==> src/rtl/gas_pkg.sv <==
package gas_pkg;
  typedef enum logic [1:0] {
    SP_GLOBAL = 2'b00,
    SP_LOCAL  = 2'b01,
    SP_SHARED = 2'b10
  } space_e;

  typedef enum logic [2:0] {
    AC_LOAD    = 3'd0,
    AC_STORE   = 3'd1,
    AC_RED     = 3'd2,
    AC_ATOM    = 3'd3,
    AC_CCTL    = 3'd4,
    AC_DLOCAL  = 3'd5,
    AC_DSHARED = 3'd6,
    AC_RSVD    = 3'd7
  } acc_e;
endpackage

==> src/rtl/gas_win_reg.sv <==
module gas_win_reg #(
  parameter int unsigned CFG_AW = 12,
  parameter int unsigned BASE_W = 32,
  parameter int unsigned WIN_W  = 24,
  parameter logic [CFG_AW-1:0] OFS = '0
) (
  input  logic                    clk_i,
  input  logic                    rst_ni,
  input  logic                    we_i,
  input  logic [CFG_AW-1:0]       addr_i,
  input  logic [BASE_W-1:0]       wdata_i,
  output logic [BASE_W-WIN_W-1:0] tag_o,
  output logic                    bad_o
);
  logic hit;
  logic aligned;

  assign hit     = we_i && (addr_i == OFS);
  assign aligned = ~|wdata_i[WIN_W-1:0];
  assign bad_o   = hit && !aligned;

  // only the window-select bits are stored; low bits are zero by rule
  always_ff @(posedge clk_i or negedge rst_ni) begin
    if (!rst_ni)             tag_o <= '0;
    else if (hit && aligned) tag_o <= wdata_i[BASE_W-1:WIN_W];
  end
endmodule

==> src/rtl/gas_classify.sv <==
module gas_classify
  import gas_pkg::*;
#(
  parameter int unsigned ADDR_W = 64,
  parameter int unsigned BASE_W = 32,
  parameter int unsigned WIN_W  = 24
) (
  input  logic [2:0]              cls_i,
  input  logic [ADDR_W-1:0]       addr_i,
  input  logic                    gfx_i,
  input  logic [BASE_W-WIN_W-1:0] ltag_i,
  input  logic [BASE_W-WIN_W-1:0] stag_i,
  output logic [1:0]              space_o,
  output logic [ADDR_W-1:0]       addr_o
);
  logic              low4g;
  logic              l_hit;
  logic              s_hit;
  logic [ADDR_W-1:0] offs;

  assign low4g = ~|addr_i[ADDR_W-1:BASE_W];
  assign l_hit = low4g && (addr_i[BASE_W-1:WIN_W] == ltag_i);
  assign s_hit = low4g && !gfx_i && (addr_i[BASE_W-1:WIN_W] == stag_i);
  assign offs  = {{(ADDR_W-WIN_W){1'b0}}, addr_i[WIN_W-1:0]};

  always_comb begin
    space_o = SP_GLOBAL;
    addr_o  = addr_i;
    unique case (acc_e'(cls_i))
      AC_DLOCAL: begin
        space_o = SP_LOCAL;
        addr_o  = offs;
      end
      AC_DSHARED: begin
        space_o = SP_SHARED;
        addr_o  = offs;
      end
      default: begin
        // local has priority over shared on overlap
        if (l_hit) begin
          space_o = SP_LOCAL;
          addr_o  = offs;
        end else if (s_hit) begin
          space_o = SP_SHARED;
          addr_o  = offs;
        end
      end
    endcase
  end
endmodule

==> src/rtl/gas_out_stage.sv <==
module gas_out_stage #(
  parameter int unsigned ADDR_W = 64
) (
  input  logic              clk_i,
  input  logic              rst_ni,
  input  logic              in_valid_i,
  output logic              in_ready_o,
  input  logic [1:0]        in_space_i,
  input  logic [ADDR_W-1:0] in_addr_i,
  output logic              out_valid_o,
  input  logic              out_ready_i,
  output logic [1:0]        out_space_o,
  output logic [ADDR_W-1:0] out_addr_o
);
  logic load;

  assign in_ready_o = !out_valid_o || out_ready_i;
  assign load       = in_valid_i && in_ready_o;

  always_ff @(posedge clk_i or negedge rst_ni) begin
    if (!rst_ni)          out_valid_o <= 1'b0;
    else if (in_ready_o)  out_valid_o <= in_valid_i;
  end

  always_ff @(posedge clk_i or negedge rst_ni) begin
    if (!rst_ni) begin
      out_space_o <= '0;
      out_addr_o  <= '0;
    end else if (load) begin
      out_space_o <= in_space_i;
      out_addr_o  <= in_addr_i;
    end
  end
endmodule

==> src/rtl/gas_window_decoder.sv <==
module gas_window_decoder #(
  parameter int unsigned ADDR_W = 64,
  parameter int unsigned BASE_W = 32,
  parameter int unsigned WIN_W  = 24,
  parameter int unsigned CFG_AW = 12,
  parameter logic [CFG_AW-1:0] LOCAL_OFS  = 12'h77c,
  parameter logic [CFG_AW-1:0] SHARED_OFS = 12'h214
) (
  input  logic              clk_i,
  input  logic              rst_ni,
  input  logic              cfg_we_i,
  input  logic [CFG_AW-1:0] cfg_addr_i,
  input  logic [BASE_W-1:0] cfg_wdata_i,
  input  logic              err_rd_i,
  output logic              err_o,
  input  logic              req_valid_i,
  output logic              req_ready_o,
  input  logic [2:0]        req_class_i,
  input  logic [ADDR_W-1:0] req_addr_i,
  input  logic              req_gfx_i,
  output logic              rsp_valid_o,
  input  logic              rsp_ready_i,
  output logic [1:0]        rsp_space_o,
  output logic [ADDR_W-1:0] rsp_addr_o
);
  localparam int unsigned TAG_W = BASE_W - WIN_W;
  localparam int unsigned N_WIN = 2;

  logic [N_WIN-1:0][TAG_W-1:0] tag;
  logic [N_WIN-1:0]            bad;
  logic [1:0]                  dec_space;
  logic [ADDR_W-1:0]           dec_addr;

  // window 0 = local, window 1 = shared
  for (genvar w = 0; w < N_WIN; w++) begin : g_win
    localparam logic [CFG_AW-1:0] OFS = (w == 0) ? LOCAL_OFS : SHARED_OFS;
    gas_win_reg #(
      .CFG_AW(CFG_AW), .BASE_W(BASE_W), .WIN_W(WIN_W), .OFS(OFS)
    ) u_reg (
      .clk_i  (clk_i),
      .rst_ni (rst_ni),
      .we_i   (cfg_we_i),
      .addr_i (cfg_addr_i),
      .wdata_i(cfg_wdata_i),
      .tag_o  (tag[w]),
      .bad_o  (bad[w])
    );
  end

  // set beats clear
  always_ff @(posedge clk_i or negedge rst_ni) begin
    if (!rst_ni)       err_o <= 1'b0;
    else if (|bad)     err_o <= 1'b1;
    else if (err_rd_i) err_o <= 1'b0;
  end

  gas_classify #(
    .ADDR_W(ADDR_W), .BASE_W(BASE_W), .WIN_W(WIN_W)
  ) u_cls (
    .cls_i  (req_class_i),
    .addr_i (req_addr_i),
    .gfx_i  (req_gfx_i),
    .ltag_i (tag[0]),
    .stag_i (tag[1]),
    .space_o(dec_space),
    .addr_o (dec_addr)
  );

  gas_out_stage #(.ADDR_W(ADDR_W)) u_out (
    .clk_i      (clk_i),
    .rst_ni     (rst_ni),
    .in_valid_i (req_valid_i),
    .in_ready_o (req_ready_o),
    .in_space_i (dec_space),
    .in_addr_i  (dec_addr),
    .out_valid_o(rsp_valid_o),
    .out_ready_i(rsp_ready_i),
    .out_space_o(rsp_space_o),
    .out_addr_o (rsp_addr_o)
  );
endmodule

==> config.mk <==
export PLATFORM = sky130hd
export DESIGN_NAME = gas_window_decoder
export DESIGN_NICKNAME = d
export VERILOG_FILES = /design/src/rtl/gas_pkg.sv /design/src/rtl/gas_win_reg.sv /design/src/rtl/gas_classify.sv /design/src/rtl/gas_out_stage.sv /design/src/rtl/gas_window_decoder.sv
export SDC_FILE = /design/constraint.sdc
export NUM_CORES = 1
export LEC_CHECK = 0
export ABC_AREA = 0
export BUFFER_PORTS_ARGS = -buffer_cell sky130_fd_sc_hd__clkbuf_2
export CAP_MARGIN = 20
export CORE_ASPECT_RATIO = 1.4
export CORE_UTILIZATION = 45
export DETAILED_ROUTE_END_ITERATION = 10
export PLACE_DENSITY = 0.84
export SLEW_MARGIN = 20
export SYNTH_ARGS = -nofsm -noshare
export SYNTH_HDL_FRONTEND = slang
export SYNTH_SLANG_ARGS = --single-unit
==> constraint.sdc <==
create_clock -name clk_i -period 3 [get_ports clk_i]
set_input_delay 0.3 -clock clk_i [delete_from_list [all_inputs] [get_ports clk_i]]
set_output_delay 0.3 -clock clk_i [all_outputs]
set_load 0.03 [all_outputs]
# ---- After elaboration in Yosys (flattened, before gate mapping)
# Cells that the tools add are included.
dict set report totals {
  romBits 0
  wordCells 40
  memories 0
  reg_bits 84
  inputBits 118
  latch_bits 0
  mem_bits_rw 0
}
dict set report op_classes {
  multipliers 0
  addsub 0
  mux 8
  order_cmp 0
  div 0
  eq_ne 6
  shifts 0
  bitwise 0
  reduce_logical 20
}
# op n
set ops {}
lappend ops {{two-way mux 64 bit} 3}
lappend ops {{OR reduction 32 bit} 1}
lappend ops {{OR reduction 24 bit} 1}
lappend ops {{== test 8 bit} 2}
lappend ops {{== test 12 x 10 -> 1 bit, second input constant} 1}
lappend ops {{== test 12 x 11 -> 1 bit, second input constant} 1}
lappend ops {{logical AND 1 bit} 10}
lappend ops {{== test 3 bit, second input constant} 2}
lappend ops {{logical NOT 1 bit} 4}
lappend ops {{two-way mux 2 bit} 2}
lappend ops {{one-hot mux 2 bit (2 select lines)} 1}
lappend ops {{OR reduction 2 bit} 2}
lappend ops {{two-way mux 1 bit} 2}
lappend ops {{nonzero test 2 bit} 1}
lappend ops {{logical OR 1 bit} 1}

# ---- Depth between registers and ports, before layout
# Gate-level depths: netlist (run 1).
dict set report logic_depth {
  depth_word 7
  mapped_depth 6
}

# ---- Hierarchy
# From an unflattened synthesis (run 1), not the netlist that was laid out.
dict set report hier_totals {
  hier_cells 330
  area_unflattened_um2 4341.7
}
# mod n_inst seq_area_each_um2 area_per_inst_um2 cells_each
set by_module_without_submodules {}
lappend by_module_without_submodules {gas_out_stage 1 1676.6 2697.6 143}
lappend by_module_without_submodules {gas_classify 1 0.0 810.8 119}
lappend by_module_without_submodules {gas_win_reg 2 200.2 397.9 32}
lappend by_module_without_submodules {gas_window_decoder 1 25.0 37.5 4}

# ---- Worst setup path before layout (run 1)
# Ideal clock, no wire load.
dict set report synth_timing {
  path_type {reg2reg}
  start {reg u_out.out_valid_o}
  end {reg u_out.out_addr_o[32]}
  setup_ns 0.066
  setup_slack_ns 1.177
  synth_period_minus_slack_ns 1.823
  path_stages_with_launch 6
  arrival_time_ns 1.756
  cell_sequence {dfrtp_1 > nand2b_1 > nand2_1 > buf_2 > clkbuf_1 > a22o_1}
}
dict set report synth_between {
  elab_chain_cells 3
}
# item line
set synth_rtl {}
lappend synth_rtl {{start, declared} gas_out_stage.sv:10} ;# output logic out_valid_o,
lappend synth_rtl {{start signal, assigned} gas_out_stage.sv:22} ;# else if (in_ready_o) out_valid_o <= in_valid_i;
lappend synth_rtl {{logical NOT 1 bit} gas_out_stage.sv:17} ;# assign in_ready_o = !out_valid_o || out_ready_i;
lappend synth_rtl {{logical OR 1 bit} gas_out_stage.sv:17}
lappend synth_rtl {{named net req_ready_o} gas_window_decoder.sv:17} ;# output logic req_ready_o,
lappend synth_rtl {{logical AND 1 bit} gas_out_stage.sv:18} ;# assign load = in_valid_i && in_ready_o;
lappend synth_rtl {{end signal, assigned} gas_out_stage.sv:31} ;# out_addr_o <= in_addr_i;
lappend synth_rtl {{end, declared} gas_out_stage.sv:13} ;# output logic [ADDR_W-1:0] out_addr_o
# The timed path passes the listed nets, and every way through them passes these cells.
# A chain may end at the register's enable or synchronous reset.

# ---- Worst setup path after layout (run 1)
dict set report layout_timing {
  start {reg g_win[1].u_reg.tag_o[3]}
  end {reg u_out.out_addr_o[28]}
}
dict set report layout_between {
  elab_chain_cells 5
}
# item line
set layout_rtl {}
lappend layout_rtl {{start, declared} gas_win_reg.sv:12} ;# output logic [BASE_W-WIN_W-1:0] tag_o,
lappend layout_rtl {{start signal, assigned} gas_win_reg.sv:25} ;# else if (hit && aligned) tag_o <= wdata_i[BASE_W-1:WIN_W];
lappend layout_rtl {{== test 8 bit} gas_classify.sv:23} ;# assign s_hit = low4g && !gfx_i && (addr_i[BASE_W-1:WIN_W] == stag_i);
lappend layout_rtl {{logical AND 1 bit} gas_classify.sv:23}
lappend layout_rtl {{two-way mux 64 bit} gas_classify.sv:43} ;# end else if (s_hit) begin
lappend layout_rtl {{two-way mux 64 bit} gas_classify.sv:40} ;# if (l_hit) begin
lappend layout_rtl {{two-way mux 64 bit} gas_classify.sv:29} ;# unique case (acc_e'(cls_i))
# Every way passes these cells.

==> impl_metrics.yaml, run 1 <==
outcome:
  status: "finished, violations left"
  violations: "negative hold slack"
route:
  drt_iter0_drc: 94
  ant_nets: 0
  drt-wirelength-per-cell_um: 16.0
  viasPerCell: 5.26
  routed_wl_mm: 8.68
  drt-pass1-iter-count: 4
  drc: 0
  vias: 2851
setup_path:
  start_kind: "flop"
  arrival_ns: 1.99
  crit_chain: "xnor2_1, nand4_1, nor4_1, o22ai_2, a22o_1"
  cp-startpoint: "g_win[1].u_reg.tag_o[3]"
  slowest_stage: "nor4_1"
  required_ns: 3.24
  max_stage_delay_ns: 0.40
  crit_fanout: 8
  path_class: "flop to flop"
  r2r-start: "g_win[1].u_reg.tag_o[3]"
  cp-end-kind: "flop"
final_layout:
  drive_gt1_share_pct: 56.2
  area_growth_pct: 34.8
  num_antenna_cells: 0
  nets: 558
timing:
  setup_viol: 0
  period_needed_ns: 1.75
  setup-tns-final_ns: 0
  rsz0062_at_grt: "no"
  final_hold_viol_count: 30
  worst_pin_slew_ns: 0.725
  finalMaxSlewViolations: 0
  fin_crit_sh_pct: 58.3
  finClkSkew_ns: 0.00508
  max_freq_ghz: 0.572
  fin_hold_ws_ns: -0.0296
  max_slew_margin_pct: 51.7
synth:
  yosysTopAreaCellShare_pct: 60.2
  ys_ff_latch: 84
  syn-num-nets: 370
  yosysWarnings: 0
  avgSynthCellArea_sq_um: 13.9
  syn_inst: 252
  synthTopCellsByArea: "dfrtp_1 60%, mux2_2 13%, a22o_1 10%"
  synth_seq_area_share_pct: 60.2
  ys_types: 32
  syn_area_sq_mm: 0.00349
  yosysTopAreaCell: "dfrtp_1"
cts:
  cts_buffer_depth: 2
  cts_resized: 0
  cts.sinks: 84
  ctsHoldBuffers: 0
  clockRootBuffer: "clkbuf_8"
  cts-buffers-inserted: 9
  cts_tree: "built"
  worstSkewPairLatency_ns: 0.35
  clk_pin_slew_ns: 0.08
  cts_setup_buffers: 0
  cts_max_level: 3
die:
  die_width_um: 76.4
  initial_utilization_pct: 46.8
  die_y_um: 106
  pin_count: 187
  dieArea_sq_mm: 0.00812
  num_rows: 37
  core_sq_mm: 0.00745
grt:
  grt_usage_pct: 22.9
  grt_start_max_net_pins: 85
  grt_overflow: 0
  grt_pass1_vias: 2881
  antenna_found_initial: 0
  grt_pass1_wl_mm: 13.8
job:
  drv_cap: 0
power_and_ir_drop:
  peakVddDrop_mv: 0.371
  p_leak_nw: 2.42
  total_power_w: 0.00280
  powerDensity_mw_per_mm2: 594
worst_hold_path:
  hp-class: "primary input to asynchronous set/reset pin"
placed_design:
  port_buffers: 186
  place.gp.congestion: 0.782
  dp_hpwl_mm: 6.80
[synth_stat cells]
cell type and number:
a21o_1 1, a221oi_4 1, a22o_1 40, a22oi_1 1, a31oi_1 1, and2b_1 2
and4_1 1, buf_2 4, buf_4 2, clkbuf_1 6, dfrtp_1 84, inv_1 4
mux2_2 40, nand2_1 10, nand2b_1 2, nand3_1 3, nand4_1 4, nor2_1 2
nor3_1 1, nor3_2 1, nor4_1 15, nor4_4 1, nor4bb_1 1, o21ai_0 2
o21ai_1 1, o221ai_1 1, o22ai_2 1, o31ai_1 1, or2_2 1, or4_1 1
xnor2_1 15, xor2_1 2
[power breakdown]
part / total, W / switching (W) / internal [W] / leakage [nW]
clock network: 0.000749 / 0.000382 / 0.000367 / 0.0917
registers: 0.00133 / 0.0000717 / 0.00126 / 1.06
logic: 0.000717 / 0.000459 / 0.000258 / 1.27
total: 0.00280 / 0.000912 / 0.00188 / 2.42
[per-stage QoR]
step,util (%),area (sq um),std cells,hold WS [ns],worst slack (ns)
floorplan,-,3490,252,0.00441,1.18
global placement,60.6,4510,526,0.462,1.10
detailed placement,60.6,4510,526,0.474,1.03
CTS,63.1,4700,542,0.104,1.21
global route,63.1,4710,542,0.0286,1.10
finish,63.1,4710,542,-0.0296,1.25
[path summary, 6_finish.rpt]
kind	end	slack, ns	cells after the start
min in group clk_i	err_o	0.13	2
max in group asynchronous	u_out.out_addr_o[34]	2.53	1
max reg2reg	u_out.out_addr_o[28]	1.25	5
min	g_win[1].u_reg.tag_o[1]	-0.03	1
max	u_out.out_addr_o[28]	1.25	5
min reg2reg	u_out.out_space_o[0]	0.48	2
[kinds of logic (layout without fill, tap and decap cells)]
family	count (synthesis)	after routing	share of synthesized area (%)
DFF	84	84	60.2
AOI/OAI and AO/OA	50	50	12.7
and+or+nand+nor	45	45	7.89
muxes	40	40	12.9
xor gates and xnor gates	17	17	4.27
buffers and inverters	16	209	2.08
[metal layers]
metal | wire (um) | global-route usage [%]
met4 | 114 | 9.48
met1 | 3260 | 24.0
met2 | 4630 | 41.5
met5 | 0 | 0
met3 | 672 | 7.64
[worst max-delay path, delay by kind of cell, from the launching register on]
kind                      cells  cell delay (ns)
AOI/OAI and AO/OA             2             0.52
xor gates and xnor gates      1             0.17
DFF                           1             0.39
and+or+nand+nor               2             0.56
[state kept, by name, summed over array words and instances, names as in the netlist]
name	cells
u_out.out_valid_o	1
g_win.u_reg.tag_o	16
err_o	1
u_out.out_addr_o	64
u_out.out_space_o	2
[area by class of cell]
cell class	instances	area, sq um
clock buffers	13	169
inverters	4	15.0
repair buffers	189	960
fillers	581	2750
multi-input cells	152	1320
clock inverters	3	20.0
well taps	97	121
flip-flops and latches	84	2100
[cells in the final DEF, fill, tap and decap left out, types with 2 or more instances in the layout]
| master | n |
|---|---|
| clkbuf_8 | 12 |
| dfrtp_1 | 84 |
| xnor2_1 | 15 |
| clkinvlp_4 | 2 |
| nand4_1 | 4 |
| nand2_1 | 9 |
| mux2_2 | 40 |
| clkbuf_2 | 185 |
| nand3_1 | 3 |
| nor2_1 | 2 |
| a22o_1 | 40 |
| o21ai_0 | 2 |
| nand2b_1 | 2 |
| and2b_1 | 2 |
| buf_4 | 3 |
| nor4_1 | 15 |
| inv_1 | 4 |
| xor2_1 | 2 |
(Power assumes the default switching activity.)
==> run 2: changes to the inputs <==
--- a/config.mk
+++ b/config.mk
@@ -9,9 +9,9 @@
 export BUFFER_PORTS_ARGS = -buffer_cell sky130_fd_sc_hd__clkbuf_2
 export CAP_MARGIN = 20
 export CORE_ASPECT_RATIO = 1.4
-export CORE_UTILIZATION = 45
+export CORE_UTILIZATION = 40
 export DETAILED_ROUTE_END_ITERATION = 10
-export PLACE_DENSITY = 0.84
+export PLACE_DENSITY = 0.79
 export SLEW_MARGIN = 20
 export SYNTH_ARGS = -nofsm -noshare
 export SYNTH_HDL_FRONTEND = slang
==> constraint.sdc (replaced) <==
create_clock -name clk_i -period 1.6 [get_ports clk_i]
set_input_delay 0.16 -clock clk_i [delete_from_list [all_inputs] [get_ports clk_i]]
set_output_delay 0.16 -clock clk_i [all_outputs]
set_load 0.03 [all_outputs]
==> run 2 against run 1 <==
Effect of this change: the run now ends clean; global-route usage is 3.4 points lower; first-iteration DRC count is 13% higher; via count is 4.6% higher; combinational power is 94% higher; clock power grew to 2.8 times the previous value.
==> impl_metrics.yaml, run 2 (synthesized netlist as in run 1, its figures left out) <==
route:
  drt_iter0_drc: 106
  viasPerCell: 5.32
  drt-wirelength-per-cell_um: 15.5
  vias: 2982
  ant_nets: 0
  routed_wl_mm: 8.71
  drt-pass1-iter-count: 4
  drc: 0
timing:
  rsz0062_at_grt: "yes"
  final_hold_viol_count: 0
  setup-tns-final_ns: 0
  setup_viol: 0
  finClkSkew_ns: 0.00729
  period_needed_ns: 1.53
  max_freq_ghz: 0.653
  worst_pin_slew_ns: 0.393
  max_slew_margin_pct: 73.6
  fin_hold_ws_ns: 0.00783
  setup_slack_ns: 0.0697
  fin_crit_sh_pct: 95.6
  finalMaxSlewViolations: 0
final_layout:
  fin_util_pct: 59.0
  final_cell_mix: "185 x clkbuf_2, 83 x dfrtp_1, 40 x a22o_1, 40 x mux2_2, 14 x nor4_1"
  fillers: 728
  drive_gt1_share_pct: 58.8
  num_antenna_cells: 0
  regMostFlops: "u_out.out_addr_o"
  reg_top3: "u_out.out_addr_o: 64 flops, g_win.u_reg.tag_o: 16 flops, u_out.out_space_o: 2 flops"
  largest_reg_flops: 64
  final_common_cell: "clkbuf_2"
  area_growth_pct: 43.8
  nets: 569
  multi_input_area_sq_mm: 0.00137
  regArea_sq_mm: 0.00210
placed_design:
  dp_slack_ns: -0.162
  dp_hpwl_mm: 6.85
  place.gp.congestion: 0.824
  port_buffers: 186
power_and_ir_drop:
  seq_power_share_pct: 41.9
  p_leak_nw: 2.56
  powerDensity_mw_per_mm2: 1190
  swShare_pct: 31.2
  power.share.clock_pct: 34.8
  p_int_w: 0.00410
  power.share.combinational_pct: 23.3
  total_power_w: 0.00596
  peakVddDrop_mv: 0.684
  power_switching_w: 0.00186
setup_path:
  path_buf_inv: 1
  cp-end-kind: "flop"
  cp-endpoint: "u_out.out_addr_o[29]"
  crit_chain: "xnor2_2, nand3_2, nor4_2, buf_4, o22ai_4, a22o_1"
  required_ns: 1.82
  path_class: "flop to flop"
  crit_fanout: 8
  arrival_ns: 1.75
  cp-startpoint: "g_win[1].u_reg.tag_o[2]"
  r2r-start: "g_win[1].u_reg.tag_o[2]"
  cp.depth: 6
  slowest_stage: "dfrtp_1"
  start_kind: "flop"
  cpLargestDelayFamily: "flip-flops"
  max_stage_delay_ns: 0.41
  reg2reg_to: "u_out.out_addr_o[29]"
  ff2ff_path_depth: 6
  r2r_slack_ns: 0.07
grt:
  grt_usage_pct: 19.5
  grt_start_max_net_pins: 48
  antenna_found_initial: 0
  grt_pass1_vias: 2854
  grt_overflow: 0
  grt_pass1_wl_mm: 13.2
die:
  die_y_um: 113
  initial_utilization_pct: 41.0
  die_width_um: 81.0
  core_sq_mm: 0.00851
  num_rows: 40
  dieArea_sq_mm: 0.00911
  pin_count: 187
cts:
  clk_pin_slew_ns: 0.06
  clockRootBuffer: "clkbuf_16"
  cts-buffers-inserted: 9
  cts.sinks: 84
  worstSkewPairLatency_ns: 0.34
  cts_buffer_depth: 2
  cts_tree: "built"
  cts_max_level: 3
job:
  drv_cap: 0
worst_hold_path:
  hp-class: "primary input to flop"
outcome:
  status: "finished, final reports clean"
## run 2: what timing repair did
action                                  in CTS  in global routing
setup buffers                                0                  0
hold endpoints to repair                    25                  0
hold buffers                                 1                  0
endpoints found under the setup margin       8                  8
gates resized for setup                      4                  3
pin swaps                                    0                  1
## run 2: per-layer routing
metal	track usage, %	up-vias	routed length, um
met5	0	-	0
met4	7.74	0	198
met3	4.55	16	608
met2	34.8	138	4550
met1	21.7	1479	3360
li1	-	1349	-
## run 2: per-stage QoR
stage                     std cells  area, sq um
final                           561         5020
after global routing            561         5020
after floorplan                 252         3490
after detailed placement        544         4660
after global placement          544         4660
after CTS                       561         5000
## run 2: worst min path at each step
stage / from / end / slack [ns] / depth (start not counted)
after CTS: err_rd_i / err_o / 0.002 / 2
final: err_rd_i / err_o / 0.008 / 2
after global routing: err_rd_i / err_o / 0.04 / 2
after floorplan: rst_ni / err_o / -0.14 / 0
after detailed placement: rst_ni / u_out.out_addr_o[40] / 0.09 / 1
after global placement: rst_ni / u_out.out_addr_o[18] / 0.09 / 1
## run 2: final cells by class
type / count / area share (%)
clock buffers: 10 / 4.56
well taps: 105 / 2.62
clock inverters: 6 / 1.42
multi-input cells: 152 / 27.2
flip-flops and latches: 84 / 41.9
inverters: 4 / 0.299
repair buffers: 200 / 22.0
## run 2: worst reg2reg max path, delay by kind of cell (launching register included)
kind            cells  cell delay (ns)
buf+inv             1             0.18
flops               1             0.41
xor+xnor            1             0.17
compound gates      2             0.32
simple gates        2             0.34
## run 2: power groups by stage
stage               registers (W)  clock network (W)  logic (W)
finish                    0.00250            0.00207    0.00139
global route              0.00253            0.00222    0.00147
CTS                       0.00250            0.00211    0.00140
detailed placement        0.00254                  0    0.00138
global placement          0.00252                  0    0.00136
floorplan                 0.00301                  0   0.000330
